## config.mk

```make
export PLATFORM = sky130hd
export DESIGN_NAME = twi_reg_decoder
export DESIGN_NICKNAME = d
export VERILOG_FILES = /design/src/rtl/twi_dec_pkg.sv /design/src/rtl/twi_cfg_bank.sv /design/src/rtl/twi_lim_bank.sv /design/src/rtl/twi_reg_decoder.sv
export SDC_FILE = /design/constraint.sdc
export NUM_CORES = 1
export LEC_CHECK = 0
export BUFFER_PORTS_ARGS = -buffer_cell sky130_fd_sc_hd__buf_2
export CORE_MARGIN = 2
export CORE_UTILIZATION = 35
export DETAILED_ROUTE_END_ITERATION = 7
export GPL_TIMING_DRIVEN = 0
export PLACE_DENSITY_LB_ADDON = 0.3
export SYNTH_ARGS = -nofsm -noshare
export SYNTH_HDL_FRONTEND = slang
export SYNTH_SLANG_ARGS = --single-unit
```

## constraint.sdc

```tcl
create_clock -name clk -period 3.1 [get_ports clk]
set_clock_uncertainty 0.2 [all_clocks]
set_input_delay 0.155 -clock clk [delete_from_list [all_inputs] [get_ports clk]]
set_output_delay 0.155 -clock clk [all_outputs]
set_load 0.05 [all_outputs]
```

## src/rtl/twi_dec_pkg.sv

```systemverilog
package twi_dec_pkg;

    typedef enum logic [2:0] {
        ST_IDLE,
        ST_CTRL,
        ST_ADDR,
        ST_WDATA,
        ST_WDONE,
        ST_RDATA
    } dec_state_e;

    localparam logic [3:0] DT_CFG = 4'b1011;
    localparam logic [3:0] DT_ADC = 4'b1001;

endpackage

```

## src/rtl/twi_cfg_bank.sv

```systemverilog
module twi_cfg_bank #(
    parameter int DEPTH = 32,
    localparam int AW = $clog2(DEPTH)
) (
    input  logic          clk,
    input  logic          rst_n,
    input  logic          we,
    input  logic [AW-1:0] idx,
    input  logic [7:0]    wdata,
    output logic [7:0]    rdata
);

    logic [7:0] mem_q [DEPTH];

    always_ff @(posedge clk or negedge rst_n) begin
        if (!rst_n) begin
            for (int i = 0; i < DEPTH; i++) mem_q[i] <= '0;
        end else if (we) begin
            mem_q[idx] <= wdata;
        end
    end

    assign rdata = mem_q[idx];

endmodule

```

## src/rtl/twi_lim_bank.sv

```systemverilog
module twi_lim_bank #(
    parameter int COUNT = 8,
    parameter int BITS  = 10,
    localparam int SW   = $clog2(COUNT),
    localparam int HI_W = BITS - 8
) (
    input  logic              clk,
    input  logic              rst_n,
    input  logic              we,
    input  logic [SW-1:0]     sel,
    input  logic              low_byte,
    input  logic [7:0]        wdata,
    output logic [7:0]        rdata,
    output logic [COUNT*BITS-1:0] lim_flat
);

    logic [BITS-1:0] lim_arr [COUNT];

    for (genvar k = 0; k < COUNT; k++) begin : g_lim
        logic [BITS-1:0] val_q;
        always_ff @(posedge clk or negedge rst_n) begin
            if (!rst_n) begin
                val_q <= '0;
            end else if (we && sel == SW'(k)) begin
                if (low_byte) val_q[7:0]      <= wdata;
                else          val_q[BITS-1:8] <= wdata[HI_W-1:0];
            end
        end
        assign lim_arr[k]                = val_q;
        assign lim_flat[k*BITS +: BITS]  = val_q;
    end

    assign rdata = low_byte ? lim_arr[sel][7:0]
                            : {{(8-HI_W){1'b0}}, lim_arr[sel][BITS-1:8]};

endmodule

```

## src/rtl/twi_reg_decoder.sv

```systemverilog
module twi_reg_decoder
    import twi_dec_pkg::*;
#(
    parameter int CFG_BASE  = 8'h80,
    parameter int CFG_DEPTH = 32,
    parameter int LIM_BASE  = 8'hF0,
    parameter int LIM_COUNT = 8,
    parameter int LIM_BITS  = 10
) (
    input  logic                        clk,
    input  logic                        rst_n,
    input  logic [2:0]                  strap_addr,
    input  logic                        bus_start,
    input  logic                        bus_stop,
    input  logic                        rx_valid,
    input  logic [7:0]                  rx_byte,
    input  logic                        tx_req,
    output logic                        ack_valid,
    output logic                        ack_ok,
    output logic                        tx_valid,
    output logic [7:0]                  tx_byte,
    output logic [LIM_COUNT*LIM_BITS-1:0] lim_flat
);

    localparam int PTR_W    = 8;
    localparam int CFG_AW   = $clog2(CFG_DEPTH);
    localparam int LIM_SPAN = 2 * LIM_COUNT;
    localparam int LIM_IW   = $clog2(LIM_SPAN);
    localparam logic [PTR_W-1:0] CFG_LO = PTR_W'(CFG_BASE);
    localparam logic [PTR_W-1:0] LIM_LO = PTR_W'(LIM_BASE);

    dec_state_e       state_q, state_d;
    logic [PTR_W-1:0] ptr_q, ptr_d;
    logic             cfg_sel_q, cfg_sel_d;

    logic [PTR_W-1:0] cfg_off, lim_off, lim_next;
    logic [LIM_IW-1:0] lim_idx;
    logic             in_cfg, in_lim, ctrl_hit, framing;
    logic             cfg_we, lim_we, ack_cond;
    logic [7:0]       cfg_rdata, lim_rdata, rd_byte;

    // Pointer classification within the selected space
    assign cfg_off  = ptr_q - CFG_LO;
    assign lim_off  = ptr_q - LIM_LO;
    assign lim_idx  = lim_off[LIM_IW-1:0];
    assign in_cfg   = cfg_sel_q  && (cfg_off < PTR_W'(CFG_DEPTH));
    assign in_lim   = !cfg_sel_q && (lim_off < PTR_W'(LIM_SPAN));
    assign lim_next = (lim_off == PTR_W'(LIM_SPAN - 1)) ? LIM_LO : ptr_q + 1'b1;
    assign framing  = bus_start || bus_stop;

    assign ctrl_hit = (rx_byte[3:1] == strap_addr) &&
                      (rx_byte[7:4] == DT_CFG || rx_byte[7:4] == DT_ADC);

    // Next-state and pointer logic
    always_comb begin
        state_d   = state_q;
        ptr_d     = ptr_q;
        cfg_sel_d = cfg_sel_q;
        cfg_we    = 1'b0;
        lim_we    = 1'b0;
        if (bus_stop) begin
            state_d = ST_IDLE;
        end else if (bus_start) begin
            state_d = ST_CTRL;
        end else if (rx_valid) begin
            unique case (state_q)
                ST_CTRL: begin
                    if (ctrl_hit) begin
                        cfg_sel_d = (rx_byte[7:4] == DT_CFG);
                        state_d   = rx_byte[0] ? ST_RDATA : ST_ADDR;
                    end else begin
                        state_d   = ST_IDLE;
                    end
                end
                ST_ADDR: begin
                    ptr_d   = rx_byte;
                    state_d = ST_WDATA;
                end
                ST_WDATA: begin
                    if (cfg_sel_q) begin
                        cfg_we  = in_cfg;
                        state_d = ST_WDONE;
                    end else if (in_lim) begin
                        lim_we  = 1'b1;
                        ptr_d   = lim_next;
                    end
                end
                default: ;
            endcase
        end else if (tx_req && state_q == ST_RDATA && in_lim) begin
            ptr_d = lim_next;
        end
    end

    // State register
    always_ff @(posedge clk or negedge rst_n) begin
        if (!rst_n) begin
            state_q   <= ST_IDLE;
            ptr_q     <= '0;
            cfg_sel_q <= 1'b0;
        end else begin
            state_q   <= state_d;
            ptr_q     <= ptr_d;
            cfg_sel_q <= cfg_sel_d;
        end
    end

    // Output decisions
    always_comb begin
        unique case (state_q)
            ST_CTRL:                     ack_cond = ctrl_hit;
            ST_ADDR, ST_WDATA, ST_WDONE: ack_cond = 1'b1;
            default:                     ack_cond = 1'b0;
        endcase
    end

    assign rd_byte = in_cfg ? cfg_rdata : (in_lim ? lim_rdata : 8'h00);

    always_ff @(posedge clk or negedge rst_n) begin
        if (!rst_n) begin
            ack_valid <= 1'b0;
            ack_ok    <= 1'b0;
            tx_valid  <= 1'b0;
            tx_byte   <= 8'hFF;
        end else begin
            ack_valid <= rx_valid;
            ack_ok    <= rx_valid && !framing && ack_cond;
            tx_valid  <= tx_req;
            tx_byte   <= (tx_req && !framing && state_q == ST_RDATA) ? rd_byte : 8'hFF;
        end
    end

    twi_cfg_bank #(.DEPTH(CFG_DEPTH)) u_cfg (
        .clk   (clk),
        .rst_n (rst_n),
        .we    (cfg_we),
        .idx   (cfg_off[CFG_AW-1:0]),
        .wdata (rx_byte),
        .rdata (cfg_rdata)
    );

    twi_lim_bank #(.COUNT(LIM_COUNT), .BITS(LIM_BITS)) u_lim (
        .clk      (clk),
        .rst_n    (rst_n),
        .we       (lim_we),
        .sel      (lim_idx[LIM_IW-1:1]),
        .low_byte (lim_idx[0]),
        .wdata    (rx_byte),
        .rdata    (lim_rdata),
        .lim_flat (lim_flat)
    );

endmodule

```

==> results of run 1 <==
==> metrics by stage <==
step	setup WS (ns)	util, %	std cells	area, sq um	TNS (ns)
2_1_floorplan	0.560	-	1106	16700	0
3_3_place_gp	-5.37	37.9	1828	18000	-1936.83
3_5_place_dp	-0.612	38.1	1831	18100	-51.05
4_1_cts	-0.0564	41.4	1917	19700	-1.15
5_1_grt	-0.0782	41.6	1917	19700	-1.51
6_report	0.0320	41.6	1918	19700	0
==> sequential cells by signal, indices dropped and copies added, names as in the netlist <==
register,count
state_q,3
u_lim.g_lim.val_q,80
u_cfg.mem_q,256
ptr_q,8
tx_byte,8
tx_valid,1
cfg_sel_q,1
ack_ok,1
ack_valid,1
==> power breakdown <==
| part | switching, mW | internal (mW) | total [mW] |
|---|---|---|---|
| clock | 1.92 | 2.66 | 4.58 |
| combinational | 0.276 | 0.0739 | 0.350 |
| sequential | 0.00791 | 4.69 | 4.70 |
==> metal layers <==
| layer | routed length, um | vias to the layer above |
|---|---|---|
| li1 | - | 4517 |
| met1 | 21500 | 5778 |
| met2 | 23300 | 347 |
| met3 | 2780 | 62 |
| met4 | 1020 | 0 |
| met5 | 0 | - |
==> cells by family (layout without fill, tap and decap cells) <==
logic type                 count (synthesis)  after routing
muxes                                    431            431
DFF                                      359            359
and+or+nand+nor                          148            148
AOI/OAI and AO/OA                         81             81
buffers and inverters                     80            276
adders and majority gates                  4              4
xor gates and xnor gates                   3              3
other                                      0              1
==> layout make-up <==
type / instances / area, sq um / area share [%]
Buffer: 73 / 348 / 1.76
Antenna cell: 1 / 2.50 / 0.0127
Multi-Input combinational cell: 667 / 7540 / 38.2
Tap cell: 615 / 769 / 3.90
Inverter: 7 / 27.5 / 0.139
Clock buffer: 56 / 1110 / 5.62
Timing Repair Buffer: 128 / 836 / 4.23
Sequential cell: 359 / 8990 / 45.5
Clock inverter: 12 / 121 / 0.615
==> final timing paths <==
check                                             start                      endpoint  slack (ns)  cells after the start
max reg2reg                      state_q[2]$_DFFE_PN0P_   u_cfg.mem_q[26]$_DFFE_PN0P_        0.03                      6
min in group clk                                 tx_req            tx_valid$_DFF_PN0_        0.10                      2
min reg2reg                u_cfg.mem_q[138]$_DFFE_PN0P_  u_cfg.mem_q[138]$_DFFE_PN0P_        0.30                      1
min                                               rst_n  u_cfg.mem_q[119]$_DFFE_PN0P_        0.08                      2
max                              state_q[2]$_DFFE_PN0P_   u_cfg.mem_q[26]$_DFFE_PN0P_        0.03                      6
max in group asynchronous                         rst_n          tx_byte[3]$_DFF_PN1_        1.25                      4
==> cells in the mapped netlist, types with 5 or more instances <==
library cell	instances	area (sq um)
nor3_2	8	80.1
nand2_1	35	131
dfstp_2	8	210
nor3_4	10	163
mux2_2	334	3760
o221ai_1	6	52.6
clkbuf_1	51	191
mux2i_1	14	140
a22o_1	9	78.8
buf_2	17	85.1
a221oi_1	7	61.3
nor2_1	15	56.3
a21oi_1	13	65.1
and2_1	5	31.3
nor2_2	20	125
o21ai_0	11	55.1
and3_1	11	68.8
mux4_2	81	1820
dfrtp_1	351	8780
a22oi_1	16	120
inv_1	5	18.8
==> layout by cell type, fill, tap and decap left out, types with 16 or more instances in the layout <==
master	count
dfrtp_1	351
clkbuf_16	39
buf_2	114
a22oi_1	16
clkbuf_1	57
nand2_1	35
mux4_2	81
mux2_2	334
==> critical path: cells and delay by family, from the launching register on <==
family                 cells  cell delay, ns
flip-flops                 1            0.37
AND/OR/NAND/NOR            4            1.77
multiplexers               1            0.40
buffers and inverters      1            0.20
==> repair_timing <==
item | 4_1_cts | 5_1_grt
pin swaps | 3 | 0
hold endpoints to repair | 131 | 0
setup endpoints to repair | 229 | 111
hold buffers | 14 | 0
resized for setup | 32 | 23
setup buffers | 4 | 0
==> impl_results.md, run 1 <==
- Global Route met3 Usage: 3.25%
- Max-slew violations: 0
- Register area share after synthesis: 53.9%
- Initial antenna violation count: 1
- Number of global-route vias before repair: 10.9k
- Hold_ws: around 0.076 ns
- Synth Area in Simple Gates: 5.78%
- Compound-Gate Fraction of Synth Area: 3.49%
- Mapped Cells: about 1.1k
- Largest net degree at the start of global routing: 113
- Status: finished, final reports clean
- Slowest cell delay on critical path: roughly 0.61 ns
- Power Density: 488 nW/um^2
- Crit Path Category: reg -> reg
- Remaining DRCs: 0
- RSZ-0062 raised after global routing: yes
- CTS sink count: 359
- Worst Path Max Fanout: 8
- Clock transition at path regs: roughly 0.06 ns
- Total track usage: between 10% and 20%
- H-Tree Depth: 2
- Ys async rst share: 100%
- Slew HR: 29.9%
- Crit path capture type: flop
- Most Used Layer, Global Route: met2
- I/O Buffers: about 110
- Die Wd: about 220 um
- Vias post-DR: 10.7k
- CP Launch Type: flop
- Post-DRT Antenna Nets: 0
- CTS buffer count: 39
- CTS max path bufs: 3
- Worst VDD drop: 0.000357 V
- Crit path DAT: 3.29 ns
- Drt initial violations: about 960
- Core Area: 47400 sq um
- Main combinational cell family by area after synthesis: multiplexers
- Syn-to-layout area delta: 18.3%
- Distinct cells, synth: 56
- Hold Vio Cnt, Final: 0
- Layout net count: between 1k and 1.5k
- # fillers: 4364
- Multiplexer area fraction after synthesis: 34.4%
- Critical Path RT: 3.32 ns
- Post-Synth XOR/XNOR Area: 0.157%
- Final setup viols: 0
- Number of max-cap violations: 0
- GR met1 Demand/Resource: between 20% and 30%
- Hold Crit Class: in -> async
- Fin crit share: 99.0%
- CTS tree: built
- Tightest Pin Transition: 1.05 ns
- Period minus WS final: 3.07 ns
- Max Clk Rate: 326 MHz
- Gpl congestion: 0.978
- Worst-path cell chain: clkbuf_1, nand3b_1, nor3_4, nand2_2, nor2_2, mux2_2
- Post-synth top flop: dfrtp_1
- Starting density of the core: 35.2%
- Synth Warn #: 0
- #FFs+latches synth: around 360
- Clk_lat worst skew: 0.54 ns
- First-pass GRT wire length: 73300 um
- Overflow after GRT: 0
- Syn nets: about 1.1k
- HPWL after DPL: 33300 um
- Row Count: 80
- Vias/cell: ~5.6
- EDFF count, synth: 0
- Layout cell share with drive strength beyond 1: 52.3%
- Critical path's slowest cell: nor2_2
- Total die area: 49500 sq um
- Adder-Cell Fraction of Synth Area: 0.300%
- GRT met2 Usage: 32.4%
- Die height: 222 um
- P_leak: about 9.5 nW
- Syn_area_per_cell: about 15 sq um
- IO Pins: roughly 110
- Netlist Area Pre-Place: approximately 17000 sq um
- Overall power: 9.63 mW
- Final wirelength: 48600 um
- Root Buffer: clkbuf_16
- DR pass1 iterations: 5
- Wire per inst: 25.3 um
(Power assumes the default switching activity.)
==> inputs of run 2 (changes only) <==
- PLACE_DENSITY_LB_ADDON: 0.3 -> default
- SLEW_MARGIN: default -> 20
==> run 2 against run 1 <==
The run now ends with negative setup slack left; global-route usage about the same; register-to-register slack got worse by 0.06 ns; largest cell class unchanged; design area rose by 0.18%; non-clock buffer count is 1 higher; first-iteration DRC count is 13% lower; hold slack gained 0.0054 ns; critical path type unchanged; sequential power barely moved; die area did not move; critical path depth did not move; via count down 0.45%; sequential share of layout area is 0.084 points lower; largest power group is now clock.
==> impl_results.md, run 2 (synthesis gave the netlist of run 1 again) <==
- Drt initial violations: 832 (-13%)
- Clk_lat worst skew: 0.54 ns (about the same)
- Clock transition at path regs: 0.06 ns (about the same)
- Most frequent cells in the layout: dfrtp_1 (351), mux2_2 (334), buf_2 (114), mux4_2 (81), clkbuf_1 (53)
- Crit Path Category: reg -> reg
- Commonest non-fill, non-tap cell in the layout: dfrtp_1
- Max-slew violations: 0 (unchanged)
- Die height: 222 um (unchanged)
- Sequential power share: 47.3% (-1.5 points)
- First-pass GRT wire length: 73100 um (-0.31%)
- P_leak: 9.48 nW (+0.37%)
- Initial antenna violation count: 0 (-1)
- Status: finished with violations
- Remaining DRCs: 0 (unchanged)
- Failing checks: negative setup slack
- Setup TNS: -0.712 ns (-0.712 ns)
- Fin crit share: 101% (+2.0 points)
- Hold Crit Class: in -> reg
- Power Density: 502 nW/um^2 (+3.0%)
- CP Launch Point: ptr_q[2]$_DFFE_PN0P_
- HPWL after DPL: 33000 um (-0.72%)
- Vias post-DR: 10.7k (-0.45%)
- Critical Path RT: 3.32 ns (about the same)
- Max reg flops: 256 (unchanged)
- Crit path DAT: 3.35 ns (+0.06 ns)
- Overflow after GRT: 0 (unchanged)
- Wire per inst: 25.0 um (-1.1%)
- Critical path's slowest cell: nor2_2
- Total die area: 49500 sq um (unchanged)
- Pint: 7.77 mW (+4.6%)
- CP Capture Point: u_cfg.mem_q[17]$_DFFE_PN0P_
- # diodes: 0 (-1)
- Overall power: 9.94 mW (+3.2%)
- Worst-path cell chain: buf_2, buf_2, buf_2, nand2_1, nor2_2, mux2_2
- Gpl congestion: 0.957 (-2.2%)
- Top flop regs: u_cfg.mem_q (256), u_lim.g_lim.val_q (80)
- Switching Fraction: 21.9% (-1.1 points)
- RR Endpoint: u_cfg.mem_q[17]$_DFFE_PN0P_
- Syn-to-layout area delta: 18.5%
- Fin cells: 1917 (-0.052%)
- Layout net count: 1297 (+0.077%)
- Slew HR: 38.3% (+8.5 points)
- Max Clk Rate: 319 MHz (-2.0%)
- Combinational share of power: 3.5% (about the same)
- DP Cell Count: 1832 (+0.055%)
- Final setup viols: 45 (+45)
- CP Launch Type: flop
- Crit path capture type: flop
- Final wirelength: 48000 um (-1.2%)
- Hold Vio Cnt, Final: 0 (unchanged)
- Finished Cell Area: 19800 sq um (+0.18%)
- Period minus WS final: 3.13 ns (+0.0625 ns)
- Most flop-heavy register: u_cfg.mem_q
- Layout cell share with drive strength beyond 1: 52.2% (-0.15 points)
- Worst r2r src: ptr_q[2]$_DFFE_PN0P_
- Tightest Pin Transition: 0.925 ns (-0.127 ns)
- Placement Cell Area: 18100 sq um (about the same)
- Row Count: 80 (unchanged)
- Starting density of the core: 35.2% (unchanged)
- CTS max path bufs: 3 (unchanged)
- Vias/cell: 5.56 (-0.40%)
- DR pass1 iterations: 5 (unchanged)
- Post-DRT Antenna Nets: 0 (unchanged)
- Largest net degree at the start of global routing: 102 (-9.7%)
- Root Buffer: clkbuf_16
- I/O Buffers: 107 (unchanged)
- Worst Path Max Fanout: 10 (+2)
- RSZ-0062 raised after global routing: yes
- IO Pins: 108 (unchanged)
- Number of global-route vias before repair: 11.1k (+1.9%)
- Power share of the clock group: 49.1% (+1.5 points)
- CTS sink count: 359 (unchanged)
- Crit path top cell by count: buf_2
- Die Wd: 222 um (unchanged)
- Number of max-cap violations: 0 (unchanged)
- CTS tree: built
- Total track usage: 19.8% (+0.024 points)
- Slowest cell delay on critical path: 0.53 ns (-0.08 ns)
- Final Util: 41.7% (+0.077 points)
- Switching power: 2.17 mW (-1.6%)
- CTS buffer count: 39 (unchanged)
- R2r worst-path depth: 6 (unchanged)
- H-Tree Depth: 2 (unchanged)
- Worst VDD drop: 0.000277 V (-22%)
- Worst R2R Setup Slack: -0.03 ns (-0.06 ns)
- Core Area: 47400 sq um (unchanged)
- Crit path setup slack, layout: -0.0305 ns (-0.0625 ns)
## run 2: area by class of cell
| type | instances | area (sq um) |
|---|---|---|
| inverters | 7 | 30.0 |
| repair buffers | 129 | 843 |
| clock inverters | 14 | 224 |
| multi-input cells | 667 | 7470 |
| clock buffers | 53 | 1110 |
| well taps | 615 | 769 |
| flip-flops and latches | 359 | 8990 |
| plain buffers | 73 | 343 |
| fillers | 4333 | 27700 |
## run 2: power groups by stage
| stage | Sequential, mW | Combinational [mW] | Clock [mW] |
|---|---|---|---|
| after detailed placement | 4.79 | 0.338 | 0 |
| after CTS | 4.70 | 0.357 | 4.99 |
| after floorplan | 4.81 | 0.0931 | 0 |
| after global routing | 4.70 | 0.386 | 5.19 |
| after global placement | 4.79 | 0.320 | 0 |
| final | 4.70 | 0.352 | 4.89 |
## run 2: what timing repair did
item                                    in CTS  in global routing
endpoints found under the setup margin     201                174
hold buffers                                16                  0
buffers inserted                             0                  2
gates cloned                                 0                  0
endpoints found under the hold margin      376                  0
gates resized for setup                     27                 14
pin swaps                                    3                  2
## run 2: per-stage QoR
step           hold slack (ns)  worst slack (ns)
2_1_floorplan           -0.341             0.560
5_1_grt                 0.0987            -0.124
3_5_place_dp           -0.0455            -0.554
4_1_cts                 0.0547           -0.0223
3_3_place_gp            0.0914             -5.38
6_report                0.0810           -0.0305
## run 2: worst min-delay path by stage
stage / startpoint / to / slack [ns] / cells after the start
floorplan: rst_n / ack_ok$_DFF_PN0_ / -0.34 / 0
global placement: tx_req / tx_valid$_DFF_PN0_ / 0.09 / 1
detailed placement: rst_n / u_lim.g_lim[4].val_q[9]$_DFFE_PN0P_ / -0.05 / 1
CTS: strap_addr[0] / ack_ok$_DFF_PN0_ / 0.05 / 6
global route: tx_req / tx_valid$_DFF_PN0_ / 0.1 / 2
finish: strap_addr[0] / ack_ok$_DFF_PN0_ / 0.08 / 6
## run 2: critical path, delay by kind of cell, from the launching register on
family	cells	cell delay (ns)
buffers and inverters	3	1.20
AND/OR/NAND/NOR	2	0.83
multiplexers	1	0.41
flip-flops	1	0.35
## run 2: metal layers
metal,vias to the layer above,global-route usage (%),wire length (um)
met3,79,3.46,2690
met1,5713,26.9,21000
met5,-,0,0
met4,0,7.21,1750
li1,4494,-,-
met2,370,31.8,22600
==> inputs of run 3 (changes only) <==
- CORE_UTILIZATION: 35 -> 44
==> run 3 against run 2 <==
The flow still finishes with violations (negative setup slack); routed wire length shrank 1.3%; worst setup slack got worse by 0.012 ns; count of clock-buffer cells in the layout is 8 higher; global-route usage up 5.1 points; total power decreased by 4.1%; largest cell class unchanged; highest routed layer unchanged.
==> impl_results.md, run 3 (synthesis gave the netlist of run 1 again) <==
- CTS tree: built
- Number of max-cap violations: 0 (unchanged)
- # diodes: 0 (unchanged)
- Die height: 199 um (-11%)
- Crit path capture type: flop
- I/O Buffers: 107 (unchanged)
- CTS sink count: 359 (unchanged)
- Root Buffer: clkbuf_16
- Initial antenna violation count: 1 (+1)
- Failing checks: negative setup slack
- Worst Path Max Fanout: 8 (-2)
- R2r worst-path depth: 6 (unchanged)
- Final wirelength: 47400 um (-1.3%)
- HPWL after DPL: 33000 um (-0.23%)
- Slew HR: 32.5% (-5.8 points)
- Worst r2r src: state_q[2]$_DFFE_PN0P_
- P_leak: 9.43 nW (-0.57%)
- Core Area: 37500 sq um (-21%)
- Max-slew violations: 0 (unchanged)
- Vias post-DR: 10.6k (-0.76%)
- Crit path DAT: 3.36 ns (about the same)
- Crit Path Category: reg -> reg
- Row Count: 71 (-11%)
- Period minus WS final: 3.14 ns (+0.0117 ns)
- CTS buffer count: 40 (+2.6%)
- First-pass GRT wire length: 71300 um (-2.4%)
- Combinational share of power: 3.8% (+0.3 points)
- DR pass1 iterations: 5 (unchanged)
- Drt initial violations: 789 (-5.2%)
- Total die area: 39500 sq um (-20%)
- Most flop-heavy register: u_cfg.mem_q
- Gpl congestion: 0.928 (-3.0%)
- CP Launch Type: flop
- Overflow after GRT: 0 (unchanged)
- Crit path setup slack, layout: -0.0422 ns (-0.0117 ns)
- Status: finished with violations
- WL met1: 21000 um (about the same)
- Switching Fraction: 22.7% (+0.80 points)
- Wire per inst: 26.1 um (+4.3%)
- Die Wd: 199 um (-11%)
- H-Tree Depth: 2 (unchanged)
- Hold Crit Class: in -> async
- Layout cell share with drive strength beyond 1: 52.1% (about the same)
- Metal2 WL: 22200 um (-1.7%)
- Clk_lat worst skew: 0.54 ns (about the same)
- Tightest Pin Transition: 1.00 ns (+0.0787 ns)
- Final setup viols: 25 (-44%)
- Fin crit share: 101% (+0.38 points)
- Starting density of the core: 44.5% (+9.3 points)
- Power share of the clock group: 46.9% (-2.2 points)
- Most frequent cells in the layout: dfrtp_1 (351), mux2_2 (334), buf_2 (113), mux4_2 (81), clkbuf_1 (61)
- Largest net degree at the start of global routing: 98 (-3.9%)
- Hold Vio Cnt, Final: 0 (unchanged)
- # fillers: 3184 (-27%)
- Top flop regs: u_cfg.mem_q (256), u_lim.g_lim.val_q (80)
- Worst VDD drop: 0.000281 V (+1.3%)
- Clock transition at path regs: 0.06 ns (about the same)
- Worst R2R Setup Slack: -0.04 ns (about the same)
- RSZ-0062 raised after global routing: yes
- Pre-CTS setup slack: -0.570 ns (-0.0161 ns)
- Layout net count: 1300 (+0.23%)
- IO Pins: 108 (unchanged)
- Overall power: 9.53 mW (-4.1%)
- Sequential power share: 49.3% (+2.0 points)
- Top sig layer: met4
- Post-DRT Antenna Nets: 0 (unchanged)
- CTS max path bufs: 3 (unchanged)
- Max reg flops: 256 (unchanged)
- Power Density: 486 nW/um^2 (-3.3%)
- Setup TNS: -0.507 ns (+0.205 ns)
- Final Util: 52.3% (+11 points)
- Total track usage: 24.8% (+5.1 points)
- Syn-to-layout area delta: 17.5%
- Vias/cell: 5.83 (+4.8%)
- Commonest non-fill, non-tap cell in the layout: dfrtp_1
- Critical Path RT: 3.32 ns (about the same)
- Max Clk Rate: 318 MHz (-0.37%)
- Number of global-route vias before repair: 10.8k (-3.0%)
- Switching power: 2.16 mW (-0.59%)
- Metal3 WL: 2650 um (-1.7%)
- Pint: 7.37 mW (-5.1%)
- RR Endpoint: u_cfg.mem_q[112]$_DFFE_PN0P_
- Remaining DRCs: 0 (unchanged)
-- run 3: cell count changes in the layout (fill, tap and decap cells not counted), sizes merged --
| cell | change |
|---|---|
| buf | +1 |
| bufinv | -6 |
| clkbuf | +11 |
| clkinv | -2 |
| inv | +1 |
| clkinvlp | -1 |
| dlygate4sd3 | -2 |
-- run 3: layer usage --
layer | vias to the layer above | track usage (%)
li1 | 4506 | -
met1 | 5637 | 35.3
met2 | 363 | 39.8
met3 | 69 | 3.32
met4 | 0 | 7.93
met5 | - | 0
-- run 3: how the worst max path moves through the flow --
stage	start	endpoint	slack (ns)	cells past startpoint
global route	ptr_q[0]$_DFFE_PN0P_	u_cfg.mem_q[109]$_DFFE_PN0P_	-0.16	8
detailed placement	ptr_q[2]$_DFFE_PN0P_	tx_byte[6]$_DFF_PN1_	-0.57	7
floorplan	ptr_q[0]$_DFFE_PN0P_	tx_byte[0]$_DFF_PN1_	0.56	7
CTS	ptr_q[2]$_DFFE_PN0P_	u_cfg.mem_q[20]$_DFFE_PN0P_	-0.03	6
global placement	rst_n	u_cfg.mem_q[210]$_DFFE_PN0P_	-5.47	1
finish	state_q[2]$_DFFE_PN0P_	u_cfg.mem_q[112]$_DFFE_PN0P_	-0.04	6
-- run 3: layout make-up --
| type | instances | area, sq um | share of cell area [%] |
|---|---|---|---|
| timing repair buffer | 131 | 911 | 4.64 |
| clock buffer | 61 | 1170 | 5.97 |
| buffer | 73 | 352 | 1.79 |
| clock inverter | 6 | 41.3 | 0.210 |
| tap | 511 | 639 | 3.26 |
| multi-input combinational | 667 | 7480 | 38.1 |
| sequential | 359 | 8990 | 45.8 |
| inverter | 7 | 27.5 | 0.140 |
-- run 3: stage by stage --
| step | std cells | hold slack [ns] | instance area [sq um] |
|---|---|---|---|
| final | 1815 | 0.0114 | 19600 |
| after global routing | 1815 | 0.0368 | 19600 |
| after CTS | 1812 | 0.00602 | 19500 |
| after detailed placement | 1728 | -0.0980 | 18000 |
| after global placement | 1724 | 0.0996 | 17900 |
| after floorplan | 1106 | -0.341 | 16700 |
-- run 3: power by group through the flow --
| stage | Combinational (mW) | Clock, mW | Sequential [mW] |
|---|---|---|---|
| 4_1_cts | 0.364 | 4.55 | 4.70 |
| 2_1_floorplan | 0.0931 | 0 | 4.81 |
| 3_5_place_dp | 0.345 | 0 | 4.79 |
| 6_report | 0.359 | 4.47 | 4.70 |
| 5_1_grt | 0.393 | 4.75 | 4.70 |
| 3_3_place_gp | 0.324 | 0 | 4.79 |
-- run 3: critical path, cell delays in order (launching register included) --
cell      delay (ns)
dfrtp_1         0.35
clkbuf_1        0.19
nand3b_1        0.42
nor3_4          0.37
nand2_2         0.32
nor3_2          0.76
mux2_2          0.41
-- run 3: timing repair --
action,in CTS,in global routing
pin swaps,2,3
setup buffers,2,3
hold buffers,15,0
resized for setup,24,18
endpoints found under the hold margin,240,0
setup endpoints to repair,227,184
